File: config.mk
export PLATFORM = sky130hd
export DESIGN_NAME = i2c_flag_unit
export DESIGN_NICKNAME = d
export VERILOG_FILES = /design/src/rtl/i2c_flag_unit.sv
export SDC_FILE = /design/constraint.sdc
export NUM_CORES = 1
export LEC_CHECK = 0
export BUFFER_PORTS_ARGS = -buffer_cell sky130_fd_sc_hd__buf_4
export CORE_AREA = 2 2 39 41
export DETAILED_ROUTE_END_ITERATION = 7
export DIE_AREA = 0 0 41 43
export GPL_TIMING_DRIVEN = 0
export SYNTH_ARGS = -nofsm -noshare
export SYNTH_HDL_FRONTEND = slang
export SYNTH_SLANG_ARGS = --single-unit
File: constraint.sdc
create_clock -name clk -period 1.2 [get_ports clk]
set_input_delay 0.06 -clock clk [delete_from_list [all_inputs] [get_ports clk]]
set_output_delay 0.06 -clock clk [all_outputs]
set_load 0.01 [all_outputs]
File: src/rtl/i2c_flag_unit.sv
module i2c_flag_unit #(
  parameter int DW = 8
) (
  input  logic          clk,
  input  logic          rst,
  input  logic          ack_rise,
  input  logic          ack_fall,
  input  logic          sda_ack,
  input  logic          addr_match,
  input  logic          arb_lost,
  input  logic          rw_bit,
  input  logic          xfer_start,
  input  logic          reg_wr,
  input  logic          reg_addr,
  input  logic [DW-1:0] reg_wdata,
  output logic [DW-1:0] reg_rdata,
  output logic          irq
);

  localparam int B_PEND = 0;
  localparam int B_AKF  = 1;
  localparam int B_SRW  = 2;
  localparam int B_VLD  = 3;
  localparam int B_RXAK = 4;

  logic ien, pend, akf, srw, srw_vld, rxack;
  logic al_seen, dbl_arm;

  wire sts_wr   = reg_wr && reg_addr;
  wire ctl_wr   = reg_wr && !reg_addr;
  wire dbl_rise = ack_rise && addr_match && al_seen;
  wire set_pend = ack_fall || arb_lost || dbl_rise;
  wire set_akf  = ack_fall && dbl_arm;
  wire clr_pend = sts_wr && !reg_wdata[B_PEND];
  wire clr_akf  = sts_wr && !reg_wdata[B_AKF];

  always_ff @(posedge clk) begin
    if (rst) begin
      ien <= 1'b0;
    end else if (ctl_wr) begin
      ien <= reg_wdata[0];
    end
  end

  always_ff @(posedge clk) begin
    if (rst) begin
      pend <= 1'b0;
      akf  <= 1'b0;
    end else begin
      if (set_pend)      pend <= 1'b1;
      else if (clr_pend) pend <= 1'b0;
      if (set_akf)       akf  <= 1'b1;
      else if (clr_akf)  akf  <= 1'b0;
    end
  end

  always_ff @(posedge clk) begin
    if (rst) begin
      al_seen <= 1'b0;
      dbl_arm <= 1'b0;
    end else begin
      if (arb_lost)                 al_seen <= 1'b1;
      else if (xfer_start || ack_rise) al_seen <= 1'b0;
      if (dbl_rise)                 dbl_arm <= 1'b1;
      else if (ack_fall || xfer_start) dbl_arm <= 1'b0;
    end
  end

  always_ff @(posedge clk) begin
    if (rst) begin
      srw     <= 1'b0;
      srw_vld <= 1'b0;
      rxack   <= 1'b1;
    end else begin
      if (ack_rise) rxack <= sda_ack;
      if (ack_rise && addr_match) begin
        srw     <= rw_bit;
        srw_vld <= 1'b1;
      end else if (xfer_start) begin
        srw_vld <= 1'b0;
      end
    end
  end

  always_comb begin
    reg_rdata = '0;
    if (reg_addr) begin
      reg_rdata[B_PEND] = pend;
      reg_rdata[B_AKF]  = akf;
      reg_rdata[B_SRW]  = srw;
      reg_rdata[B_VLD]  = srw_vld;
      reg_rdata[B_RXAK] = rxack;
    end else begin
      reg_rdata[0] = ien;
    end
  end

  assign irq = ien & pend;


  pend_on_fall_chk: assert property (@(posedge clk) disable iff (rst)
    ack_fall |=> pend);


  pend_on_al_chk: assert property (@(posedge clk) disable iff (rst)
    arb_lost |=> pend);


  akf_second_chk: assert property (@(posedge clk) disable iff (rst)
    (ack_fall && dbl_arm) |=> (akf && pend));


  srw_capture_chk: assert property (@(posedge clk) disable iff (rst)
    (ack_rise && addr_match) |=> (srw_vld && srw == $past(rw_bit)));


  rxack_capture_chk: assert property (@(posedge clk) disable iff (rst)
    ack_rise |=> (rxack == $past(sda_ack)));


  write_one_keep_chk: assert property (@(posedge clk) disable iff (rst)
    (sts_wr && reg_wdata[B_PEND] && pend) |=> pend);


  set_beats_clr_chk: assert property (@(posedge clk) disable iff (rst)
    (set_pend && clr_pend) |=> pend);

endmodule

# Word-level counts from Yosys, hierarchy flattened
# Cells that the tools add are included.
# op_classes
bitwise_logic	1
reduce_logical	19
muxes	12
# op_table
operator	n
$mux 1	11
$reduce_bool 2->1	5
$logic_and 1x1->1	7
$logic_or 1x1->1	4
$mux 4	1
$logic_not 1->1	3
$and 1x1->1	1
# totals
word_cells	40
out_inout_bits	9
in_bits	19
ff_bits	8

# Longest topological paths before layout
# Gate-level depths: netlist of the first run.
# logic_depth
word_depth	4
depth_mapped	3
depth_no_buf	3

# Worst setup path before layout of the first run
# Ideal clock, no wire load.
# synth_timing
kind	register to register
from	register, netlist name rxack
to	register rxack
arrival_ns	0.595
period_less_slack_ns	0.715
setup_ns	0.120
path_stages_with_launch	3
setup_slack_ns	0.485
path_buffers	0
required_ns	1.080
path_cell_list	dfxtp_1 nor2b_1 a211o_1
# synth_lines
item	line	text
to (signal assigned)	75	if (ack_rise) rxack <= sda_ack;
to (decl)	26	logic ien, pend, akf, srw, srw_vld, rxack;

# Final worst setup path of the first run
# layout_timing
from	register pend
to	output port reg_rdata[0]
# layout_via
elab_chain_len	1
# layout_rtl
item	line	text
from (decl)	26	
from (signal assigned)	47	pend <= 1'b0;
from (signal assigned)	50	if (set_pend) pend <= 1'b1;
from (signal assigned)	51	else if (clr_pend) pend <= 1'b0;
$mux 1	87	if (reg_addr) begin
to (decl)	16	output logic [DW-1:0] reg_rdata,
# Every way passes these cells.

==> metrics, run 1 <==
outcome finished, final reports clean; combinational power share 0.174; post-cts sizing count 0; mapped cell area 370 µm²; switching share of power 0.232; final period utilization 0.849; commonest cells in the netlist 8 x dfxtp_1, 5 x nand2_1, 5 x nor2_1, 4 x a21oi_1, 4 x and2_2; Chip Width 41 µm; Buffers on Ports 17; share of cells above drive strength 1 0.455; Critical Path AT 960 ps; GP Congestion 0.669; root buf cell clkbuf_4; initial antenna violation count 0; vias in the first global route 289; Starting DRT DRC Count 2; DIE HEIGHT 43 µm; Final Util 0.396; EDFF count, synth 0; H-tree Lvls 1; area post-placement 526 µm²; CTS Hold Bufs 0; IO Count 28; crit path kind register to output port; TritonCTS Buffers 3; Async S/R FF share, synth 0; Period minus WS final 1020 ps; via count 341; fin. max-slew vios 0; Via-to-Cell Ratio 4.16; Remaining DRCs 0; Core Box Area 1380 µm²; gr ovfl total 0; switching power 137 µW; postcts setup bufs 0; Worst setup SP type register; RSZ-0062 raised after global routing no; most frequent cell after synthesis dfxtp_1; setup TNS 0 ps; num rows 14; Mean Syn Cell Area 8.42 µm²; CTS tree yes; Pint 454 µW; maximum number of pins on one net before global-route repair 9; first-pass GRT wire length 1.10 mm; Mapped Cells 44; clock sink total 8; Clock Skew 0.510 ps; largest area contributor in the netlist dfxtp_1; Netlist cell types 19; maximum clock rate 0.982 GHz; final setup fails 0; Routed wire per std cell 9.26 µm; Fill cells 159; Synth Register Bits 8; post-synth top area share 0.432; Initial Utilization 0.268; Primary FF master, synth dfxtp_1; Lkg Pwr 0.257 nW; Clk Latency, worst-skew pair 250 ps; max-cap check violation count 0; Worst EP required 1140 ps; wirelength, routed 759 µm; maximum vdd drop 0.547 mV; Pre-antenna DRT Iters 4; post-detailed-route count of antenna-violating nets 0; Final Hold Viols 0; Clk pwr share 0.344; PD cells 1080 nW/µm²; n_diodes 0; sequential element share of the synthesized area 0.432; HP Class input pin to register; Tot GR Track Use 0.0997; Die ar. 1760 µm²; Area contributors post-synth dfxtp_1 43%, and2_2 8.1%, buf_4 6.1%; Nets 87; design area 548 µm²; Reg power frac 0.482; Syn-to-layout area delta 48.0%; Bufs on Longest Clock Path 2; Worst-path clk slew 50 ps; Ys Warns 0; crit path capture type output port; worst-path fanout max 3
-- sequential cells by signal (all words and copies together), names as in the netlist --
signal	flops
akf	1
al_seen	1
dbl_arm	1
ien	1
pend	1
rxack	1
srw	1
srw_vld	1
-- logic make-up after synthesis --
kind of cell | synth area share
AO/OA/AOI/OAI | 0.122
buffers and inverters | 0.0743
flip-flops | 0.432
multiplexers | 0.0574
other | 0.0101
AND/OR/NAND/NOR | 0.304
-- power groups by stage --
| stage | combinational [mW] | sequential (mW) | clock (mW) |
|---|---|---|---|
| global route | 0.114 | 0.286 | 0.233 |
| finish | 0.103 | 0.284 | 0.204 |
| detailed placement | 0.104 | 0.290 | 0 |
| CTS | 0.104 | 0.285 | 0.213 |
| floorplan | 0.0501 | 0.289 | 0 |
| global placement | 0.103 | 0.290 | 0 |
-- layout by cell type, fill, tap and decap left out --
cell and n:
mux2i_1 1, a21oi_1 4, nor2_1 5, clkbuf_4 3
a211o_1 1, conb_1 3, nand3_1 2, buf_2 1
nor3b_1 1, nand2b_1 1, nor2b_1 1, o21ai_1 2
and2_2 4, nor2b_2 1, dfxtp_1 8, a31oi_1 1
nand2_1 5, mux2_2 1, and2_1 1, buf_4 20
-- metal layers --
metal / track usage / share of wire / up-vias
met4: 0.100 / 0.028 / 0
met2: 0.147 / 0.42 / 18
met5: 0 / 0 / -
met1: 0.101 / 0.43 / 136
met3: 0.0314 / 0.12 / 4
li1: - / - / 183
-- critical path: stages (launching register included) --
cell	delay, ps
dfxtp_1	310
mux2_2	260
buf_4	140
-- area by class of cell --
type,instances,area [µm²],share of cell area
Buffer,4,27.5,0.0502
Clock buffer,3,22.5,0.0411
Multi-Input combinational cell,34,190,0.347
Sequential cell,8,160,0.292
Tap cell,16,20.0,0.0365
Timing Repair Buffer,17,128,0.233
-- worst paths after layout --
path,start,depth (start not counted),end,slack (ps)
setup / recovery,pend,2,reg_rdata[0],180
setup reg to reg,rxack,2,rxack,450
hold / removal,sda_ack,2,rxack,20
hold reg to reg,dbl_arm,2,akf,450
-- stage by stage --
| stage | total power, mW | hold WS (ps) | setup slack, ps | std cells |
|---|---|---|---|---|
| floorplan | 0.339 | 178 | 485 | 46 |
| global placement | 0.393 | 266 | 450 | 79 |
| detailed placement | 0.394 | 280 | 451 | 79 |
| CTS | 0.602 | 16.0 | 172 | 82 |
| global route | 0.633 | 17.1 | 136 | 82 |
| finish | 0.591 | 23.4 | 181 | 82 |
(Power assumes the default switching activity.)
==> inputs of run 2 (changes only) <==
- clock period: 1.2 -> 1 ns (I/O delays scaled with it)
==> metrics, run 2 (synthesis gave the netlist of run 1 again) <==
Nets 87 (unchanged); num rows 14 (unchanged); Period minus WS final 1000 ps; Die ar. 1760 µm² (unchanged); Clock Skew 0.510 ps (unchanged); initial antenna violation count 0 (unchanged); final period utilization 1.00; Remaining DRCs 0 (unchanged); worst-path fanout max 3 (unchanged); Pre-antenna DRT Iters 4 (unchanged); commonest cells after routing, fill and taps aside 19 x buf_4, 6 x dfxtp_1, 5 x nand2_1, 5 x nor2_1; final setup fails 1 (+1); share of cells above drive strength 1 0.485 (+0.0303); GP Congestion 0.669 (unchanged); RSZ-0062 raised after global routing yes; WP depth 2 (unchanged); slowest CP cell dfxtp_2; combinational power share 0.179 (+0.005); CTS tree yes; Lkg Pwr 0.261 nW (+1.9%); clock sink total 8 (unchanged); Bufs on Longest Clock Path 2 (unchanged); wirelength, routed 765 µm (+0.79%); Fill cells 159 (unchanged); Tot GR Track Use 0.0997 (unchanged); postcts setup bufs 0 (unchanged); n_diodes 0 (unchanged); Core Box Area 1380 µm² (unchanged); first-pass GRT wire length 1.10 mm (unchanged); Via-to-Cell Ratio 4.20 (+0.88%); post-detailed-route count of antenna-violating nets 0 (unchanged); reg-to-reg startpoint rxack; worst hold path stage count 2 (unchanged); slowest stage delay, CP 320 ps (about the same); crit path kind register to output port; DIE HEIGHT 43 µm (unchanged); maximum clock rate 1.00 GHz; root buf cell clkbuf_4; fin. max-slew vios 0 (unchanged); IO Count 28 (unchanged); Routed wire per std cell 9.33 µm (+0.79%); Reg2Reg Depth 2 (unchanged); via count 344 (+0.88%); Syn-to-layout area delta 50.7%; worst hold endpoint rxack; max-cap check violation count 0 (unchanged); crit path capture type output port; switching share of power 0.232 (-0.000257); Reg power frac 0.479 (-0.003); Final Util 0.403 (+0.00723); Initial Utilization 0.268 (unchanged); HP Class input pin to register; Buffers on Ports 17 (unchanged); TritonCTS Buffers 3 (unchanged); gr ovfl total 0 (unchanged); maximum vdd drop 0.655 mV (+20%); Pint 549 µW (+21%); Chip Width 41 µm (unchanged); delay-heaviest family, CP flip-flops; beginning of the worst hold path sda_ack; vias in the first global route 289 (unchanged); Clk Latency, worst-skew pair 250 ps (about the same); PD cells 1280 nW/µm² (+19%); Starting DRT DRC Count 2 (unchanged); Place WS 258 ps (-193 ps); H-tree Lvls 1 (unchanged); Worst EP required 950 ps (-190 ps); commonest non-fill, non-tap cell in the layout buf_4; Critical Path AT 950 ps (about the same); Final Hold Viols 0 (unchanged); failing checks negative setup slack; Buf/Inv on CP 1 (unchanged); worst path cell trace mux2_4 > buf_6; reg-to-reg critical path endpoint rxack; outcome complete, but fails checks; maximum number of pins on one net before global-route repair 9 (unchanged); Clk pwr share 0.342 (-0.002); CTS Hold Bufs 0 (unchanged); Worst-path clk slew 50 ps (about the same); internal reg-to-reg setup slack 250 ps (-200 ps); switching power 166 µW (+21%); Worst setup SP type register; worst setup margin -0.446 ps (-182 ps)
==> run 2: changes by cell type in the layout (fill, tap and decap cells not counted) <==
cell	before	now
mux2_2	1	0
dfxtp_2	0	2
buf_6	0	1
dfxtp_1	8	6
mux2_4	0	1
buf_4	20	19
==> run 2: worst max-delay path by stage <==
| stage | start | slack [ps] | endpoint |
|---|---|---|---|
| after floorplan | rxack | 280 | rxack |
| after global placement | pend | 260 | reg_rdata[0] |
| after detailed placement | rxack | 260 | rxack |
| after CTS | ien | -6 | reg_rdata[0] |
| after global routing | ien | -40 | reg_rdata[0] |
| final | ien | -0.4 | reg_rdata[0] |
==> run 2: layout make-up <==
class	instances	area (µm²)	area share
multi-input cells	34	194	0.348
flip-flops and latches	8	163	0.291
repair buffers	17	131	0.235
plain buffers	4	27.5	0.0493
clock buffers	3	22.5	0.0404
well taps	16	20.0	0.0359
==> run 2: worst reg2reg max path, cell delays in order, from the launching register on <==
cell and delay (ps):
dfxtp_1 300, nor2b_1 120, a211o_1 220
==> run 2: through the flow <==
step	area, µm²	power (mW)	hold slack (ps)	instances	TNS, ps
3_5_place_dp	526	0.473	270	79	0
2_1_floorplan	378	0.407	168	46	0
3_3_place_gp	526	0.471	256	79	0
5_1_grt	558	0.766	7.06	82	-42.1
6_report	558	0.715	13.4	82	-0.446
4_1_cts	557	0.727	5.97	82	-6.37
==> run 2: power by group through the flow <==
stage               clock network [mW]  registers (mW)  logic, mW
floorplan                            0           0.347     0.0601
CTS                              0.255           0.342      0.130
global route                     0.280           0.345      0.141
global placement                     0           0.348      0.123
finish                           0.244           0.343      0.128
detailed placement                   0           0.348      0.124
==> run 2: timing repair <==
| item | in CTS | in global routing |
|---|---|---|
| gates resized for setup | 3 | 1 |
| endpoints found under the hold margin | 0 | 0 |
| gates cloned | 0 | 0 |
| setup endpoints to repair | 1 | 1 |
==> run 2: metal layers <==
layer / track usage / vias up / wire [µm]
met1: 0.101 / 139 / 326
li1: - / 183 / -
met2: 0.147 / 18 / 329
met4: 0.100 / 0 / 21
met3: 0.0314 / 4 / 88
met5: 0 / - / 0
